`src/rtl/irsir_pkg.sv`:
```
package irsir_pkg;

    // Stretcher: idle line or regenerating one bit-long low.
    typedef enum logic {
        ST_IDLE    = 1'b0,
        ST_STRETCH = 1'b1
    } str_state_t;

    // Echo gate: receive allowed, blocked by transmit, blocked by latency.
    typedef enum logic [1:0] {
        G_OPEN = 2'd0,
        G_TX   = 2'd1,
        G_HOLD = 2'd2
    } gate_state_t;

endpackage

```
`src/rtl/irsir_sync.sv`:
```
module irsir_sync #(
    parameter int STAGES = 2
) (
    input  logic clk,
    input  logic rst_n,
    input  logic async_i,
    output logic level_o,
    output logic fall_o
);
    logic [STAGES-1:0] chain_q;
    logic              prev_q;

    generate
        if (STAGES == 1) begin : g_single
            always_ff @(posedge clk) begin
                if (!rst_n) chain_q <= '1;
                else        chain_q <= async_i;
            end
        end else begin : g_multi
            always_ff @(posedge clk) begin
                if (!rst_n) chain_q <= '1;
                else        chain_q <= {chain_q[STAGES-2:0], async_i};
            end
        end
    endgenerate

    always_ff @(posedge clk) begin
        if (!rst_n) prev_q <= 1'b1;
        else        prev_q <= chain_q[STAGES-1];
    end

    assign level_o = chain_q[STAGES-1];
    assign fall_o  = prev_q & ~chain_q[STAGES-1];
endmodule

```
`src/rtl/irsir_echo_gate.sv`:
```
module irsir_echo_gate
    import irsir_pkg::*;
#(
    parameter int LAT_W = 8
) (
    input  logic             clk,
    input  logic             rst_n,
    input  logic             tick_i,
    input  logic             tx_busy_i,
    input  logic             echo_sup_i,
    input  logic [LAT_W-1:0] lat_ticks_i,
    output logic             blank_o
);
    gate_state_t      st_q, st_n;
    logic [LAT_W-1:0] lat_q, lat_n;

    always_comb begin
        st_n  = st_q;
        lat_n = lat_q;
        unique case (st_q)
            G_OPEN: begin
                if (echo_sup_i && tx_busy_i) st_n = G_TX;
            end
            G_TX: begin
                if (!echo_sup_i) begin
                    st_n = G_OPEN;
                end else if (!tx_busy_i) begin
                    if (lat_ticks_i == '0) begin
                        st_n = G_OPEN;
                    end else begin
                        st_n  = G_HOLD;
                        lat_n = lat_ticks_i;
                    end
                end
            end
            G_HOLD: begin
                if (!echo_sup_i) begin
                    st_n = G_OPEN;
                end else if (tx_busy_i) begin
                    st_n = G_TX;
                end else if (tick_i) begin
                    if (lat_q <= LAT_W'(1)) st_n = G_OPEN;
                    else                    lat_n = lat_q - LAT_W'(1);
                end
            end
            default: st_n = G_OPEN;
        endcase
    end

    // State register
    always_ff @(posedge clk) begin
        if (!rst_n) begin
            st_q  <= G_OPEN;
            lat_q <= '0;
        end else begin
            st_q  <= st_n;
            lat_q <= lat_n;
        end
    end

    // Outputs
    always_comb begin
        blank_o = (st_q != G_OPEN);
    end


    tx_blanks_chk: assert property (@(posedge clk) disable iff (!rst_n)
        ($past(rst_n) && $past(echo_sup_i && tx_busy_i) && echo_sup_i) |-> blank_o);


    echo_pass_chk: assert property (@(posedge clk) disable iff (!rst_n)
        ($past(rst_n) && !$past(echo_sup_i)) |-> !blank_o);
endmodule

```
`src/rtl/irsir_stretch.sv`:
```
module irsir_stretch
    import irsir_pkg::*;
#(
    parameter int BIT_TICKS = 16
) (
    input  logic clk,
    input  logic rst_n,
    input  logic tick_i,
    input  logic fall_ok_i,
    input  logic hold_low_i,
    output logic nrz_o,
    output logic led_n_o
);
    localparam int CNT_W = $clog2(BIT_TICKS);
    localparam logic [CNT_W-1:0] LAST = CNT_W'(BIT_TICKS - 1);

    str_state_t       st_q, st_n;
    logic [CNT_W-1:0] cnt_q, cnt_n;

    always_comb begin
        st_n  = st_q;
        cnt_n = cnt_q;
        unique case (st_q)
            ST_IDLE: begin
                if (fall_ok_i) begin
                    st_n  = ST_STRETCH;
                    cnt_n = '0;
                end
            end
            ST_STRETCH: begin
                if (fall_ok_i) begin
                    cnt_n = '0;
                end else if (tick_i) begin
                    if (cnt_q == LAST) begin
                        st_n  = ST_IDLE;
                        cnt_n = '0;
                    end else begin
                        cnt_n = cnt_q + CNT_W'(1);
                    end
                end
            end
            default: begin
                st_n  = ST_IDLE;
                cnt_n = '0;
            end
        endcase
    end

    // State register
    always_ff @(posedge clk) begin
        if (!rst_n) begin
            st_q  <= ST_IDLE;
            cnt_q <= '0;
        end else begin
            st_q  <= st_n;
            cnt_q <= cnt_n;
        end
    end

    // Outputs, registered from the next state
    always_ff @(posedge clk) begin
        if (!rst_n) begin
            nrz_o   <= 1'b1;
            led_n_o <= 1'b1;
        end else begin
            nrz_o   <= (st_n != ST_STRETCH);
            led_n_o <= !((st_n == ST_STRETCH) || hold_low_i);
        end
    end


    edge_low_chk: assert property (@(posedge clk) disable iff (!rst_n)
        fall_ok_i |=> !nrz_o);


    end_on_tick_chk: assert property (@(posedge clk) disable iff (!rst_n)
        $rose(nrz_o) |-> $past(tick_i));


    restart_chk: assert property (@(posedge clk) disable iff (!rst_n)
        (st_q == ST_STRETCH && fall_ok_i) |=> (cnt_q == '0 && !nrz_o));
endmodule

```
`src/rtl/irsir_rx_stretch.sv`:
```
module irsir_rx_stretch
    import irsir_pkg::*;
#(
    parameter int SYNC_STAGES = 2,
    parameter int BIT_TICKS   = 16,
    parameter int LAT_W       = 8
) (
    input  logic             clk,
    input  logic             rst_n,
    input  logic             tick16_i,
    input  logic             ir_rx_n_i,
    input  logic             tx_busy_i,
    input  logic             echo_sup_i,
    input  logic [LAT_W-1:0] lat_ticks_i,
    output logic             nrz_rx_o,
    output logic             rx_led_n_o
);
    logic ir_lvl, ir_fall, blank, fall_ok, hold_low;

    irsir_sync #(.STAGES(SYNC_STAGES)) u_sync (
        .clk     (clk),
        .rst_n   (rst_n),
        .async_i (ir_rx_n_i),
        .level_o (ir_lvl),
        .fall_o  (ir_fall)
    );

    irsir_echo_gate #(.LAT_W(LAT_W)) u_gate (
        .clk         (clk),
        .rst_n       (rst_n),
        .tick_i      (tick16_i),
        .tx_busy_i   (tx_busy_i),
        .echo_sup_i  (echo_sup_i),
        .lat_ticks_i (lat_ticks_i),
        .blank_o     (blank)
    );

    assign fall_ok  = ir_fall & ~blank;
    assign hold_low = ~ir_lvl & ~blank;

    irsir_stretch #(.BIT_TICKS(BIT_TICKS)) u_str (
        .clk        (clk),
        .rst_n      (rst_n),
        .tick_i     (tick16_i),
        .fall_ok_i  (fall_ok),
        .hold_low_i (hold_low),
        .nrz_o      (nrz_rx_o),
        .led_n_o    (rx_led_n_o)
    );


    reset_idle_chk: assert property (@(posedge clk)
        $past(!rst_n) |-> (nrz_rx_o && rx_led_n_o));
endmodule

```
`config.mk`:
```
export PLATFORM = sky130hd
export DESIGN_NAME = irsir_rx_stretch
export DESIGN_NICKNAME = d
export VERILOG_FILES = /design/src/rtl/irsir_pkg.sv /design/src/rtl/irsir_sync.sv /design/src/rtl/irsir_echo_gate.sv /design/src/rtl/irsir_stretch.sv /design/src/rtl/irsir_rx_stretch.sv
export SDC_FILE = /design/constraint.sdc
export NUM_CORES = 1
export LEC_CHECK = 0
export BUFFER_PORTS_ARGS = -buffer_cell sky130_fd_sc_hd__buf_2
export CAP_MARGIN = 5
export CORE_MARGIN = 4
export CORE_UTILIZATION = 25
export DETAILED_ROUTE_END_ITERATION = 10
export GPL_TIMING_DRIVEN = 0
export HOLD_SLACK_MARGIN = 0.08
export SYNTH_ARGS = -nofsm -noshare
export SYNTH_HDL_FRONTEND = slang
export SYNTH_SLANG_ARGS = --single-unit
```
`constraint.sdc`:
```
create_clock -name clk -period 3.1 [get_ports clk]
set_clock_uncertainty 0.2 [all_clocks]
set_input_delay 0.31 -clock clk [delete_from_list [all_inputs] [get_ports clk]]
set_output_delay 0.31 -clock clk [all_outputs]
set_load 0.005 [all_outputs]
```
==> results.json <==
{
  "layout_setup_ws_ns": 0.712,
  "ys_ff_latch": 20,
  "grt_pass1_vias": 895,
  "crit_slowest_cell": "a2111oi_0",
  "start_kind": "input port",
  "io_pins": 16,
  "register_area_um2": 400,
  "leakagePower_nw": 0.493,
  "cts_buffers": 3,
  "worst-path-buf-inv": 2,
  "relSlewSlack_pct": 63.3,
  "start_util_pct": 25.9,
  "grt.busiest_layer": "met2",
  "io_buffer_count": 15,
  "final_nets": 166,
  "cpPeakStageDelay_ns": 0.57,
  "vdd_drop_max_mv": 0.175,
  "hp-class": "input port to flop",
  "finalHoldViolCount": 0,
  "use_met1_pct": 14.0,
  "place_hpwl_um": 1710,
  "die_x_um": 72.6,
  "overflow": 0,
  "gr-usage-met2_pct": 14.2,
  "min_period_ns": 2.39,
  "drc": 0,
  "crit_fanout": 9,
  "yosys.cell_types.count": 38,
  "cts_tree": "yes",
  "routed_wl_um": 2320,
  "firstDrtPassIters": 4,
  "cp_cell_sequence": "dlygate4sd3_1, buf_2, nor3b_1, a32oi_4, a2111oi_0, a211oi_2",
  "synth_fp_nets": 142,
  "synth_top_cell_by_area": "dfxtp_1",
  "synth.area.top_cells": "dfxtp_1, nor2_1, a21oi_1, nor3_1, ha_1",
  "post_cts_buffers": 0,
  "syn_avg_cell_area_um2": 8.36,
  "clkSinkCount": 20,
  "setup_viol": 0,
  "dieArea_um2": 5280,
  "report.final.slew_viol_count": 0,
  "drive_above_1_share_pct": 18.9,
  "place_ws_ns": 0.879,
  "clock_latency_ns": 0.26,
  "grtUsageTotal_pct": 9.85,
  "total_power_uw": 598,
  "root_buffer": "clkbuf_8",
  "area_growth_pct": 23.8,
  "vias": 955,
  "ant_nets": 0,
  "htreeDepth": 1,
  "path_clk_slew_ns": 0.08,
  "cp.required_ns": 3.03,
  "synth.top_cell.area_share_pct": 38.3,
  "met3_usage_pct": 1.24,
  "syn_area_um2": 1040,
  "arrival_ns": 2.32,
  "drt_iter0_drc": 31,
  "place.gp.congestion": 0.788,
  "vias_per_cell": 4.82,
  "clock.fmax_ghz": 0.419,
  "antenna_found_initial": 0,
  "grt_setup_unrepaired": "no",
  "worst_pin_slew_ns": 0.537,
  "yosysWarnings": 0,
  "row_count": 23,
  "ys_seq_area_share_pct": 38.3,
  "period_share_pct": 77.0,
  "hold_ws_ns": 0.134,
  "grt_max_degree": 13,
  "n_antenna_cell": 0,
  "synth_edf_count": 0,
  "drv_cap": 0,
  "synth_cells": 125,
  "core_um2": 4030,
  "synth.most_common_cell": "dfxtp_1",
  "fin_util_pct": 32.1,
  "clock_path_buffers": 2,
  "netlist_top_cells_count": "dfxtp_1, nor2_1, a21oi_1",
  "critPathKind": "input port to flop",
  "multi_input_area_um2": 606,
  "wire_per_inst_um": 11.7,
  "postSynth.asyncResetShare_pct": 0,
  "cp-end-kind": "flop",
  "critical-path-top-delay-family": "compound AO/OA/AOI/OAI gates",
  "grt_pass1_wl_um": 4130,
  "fill_cells": 427,
  "fin_setup_tns_ns": 0,
  "outcome": "finished, final reports clean",
  "p_per_area_nw_per_um2": 463,
  "die_h_um": 72.6,
  "ys_dominant_reg_cell": "dfxtp_1"
}
==> sequential cells by signal (all words and copies together) (netlist names) <==
register and flops:
u_str.nrz_o 1, u_sync.prev_q 1, u_gate.lat_q 8, u_gate.st_q 2, u_str.cnt_q 4, u_sync.chain_q 2, u_str.led_n_o 1, u_str.st_q 1
==> placed cells by master, fill, tap and decap left out, types with 4 or more instances in the layout <==
master / synthesis / final
dfxtp_1: 20 / 20
nor2_1: 16 / 16
buf_2: 1 / 16
a21oi_1: 9 / 9
nor3_1: 8 / 8
nand2_1: 8 / 8
inv_1: 7 / 7
o21ai_0: 7 / 7
nand3_1: 5 / 5
nand2b_1: 4 / 4
dlygate4sd3_1: 0 / 4
==> metrics by stage <==
stage | instance area [um^2] | cells
after detailed placement | 1180 | 190
after global routing | 1290 | 198
after CTS | 1290 | 198
after global placement | 1180 | 190
final | 1290 | 198
after floorplan | 1040 | 125
==> layout make-up <==
class / count / share of cell area, %
plain buffers: 3 / 0.967
clock buffers: 3 / 3.19
clock inverters: 1 / 2.32
inverters: 7 / 2.03
multi-input cells: 95 / 46.8
flip-flops and latches: 20 / 30.9
well taps: 50 / 4.84
repair buffers: 19 / 8.90
==> power by group <==
part	internal, mW	total, mW	switching (mW)
Sequential	0.264	0.270	0.00562
Combinational	0.0301	0.0651	0.0350
Clock	0.172	0.263	0.0911
Total	0.467	0.598	0.132
==> path summary, 6_finish.rpt <==
kind	start	end	slack, ns	cells after the start
min	echo_sup_i	u_gate.st_q[1]	0.13	3
max reg2reg	u_gate.lat_q[1]	u_gate.lat_q[3]	0.83	7
min reg2reg	u_sync.chain_q[0]	u_sync.chain_q[1]	0.21	1
max	tx_busy_i	u_gate.lat_q[1]	0.71	6
==> kinds of logic after synthesis <==
kind of cell | synth area share (%)
AO/OA/AOI/OAI | 26.5
XOR/XNOR | 0.838
adder cells (fa/ha/maj) | 3.59
buffers and inverters | 3.71
flip-flops | 38.3
AND/OR/NAND/NOR | 27.1
==> layer usage <==
| metal | part of all wire (%) | up-vias |
|---|---|---|
| met5 | 0 | - |
| met4 | 1.5 | 0 |
| met3 | 2.7 | 2 |
| met2 | 42 | 13 |
| met1 | 54 | 434 |
| li1 | - | 506 |
==> worst register-to-register path, cell delays in order, from the launching register on <==
cell	delay (ns)
dfxtp_1	0.34
inv_1	0.11
ha_1	0.25
nor2_1	0.06
or4_4	0.51
a32oi_4	0.35
nor3_1	0.11
o221a_2	0.25
==> what timing repair did <==
action | CTS | global route
endpoints found under the setup margin | 0 | 0
hold endpoints to repair | 4 | 0
hold buffers | 4 | 0
resized for setup | 0 | 0
(Power assumes the default switching activity.)
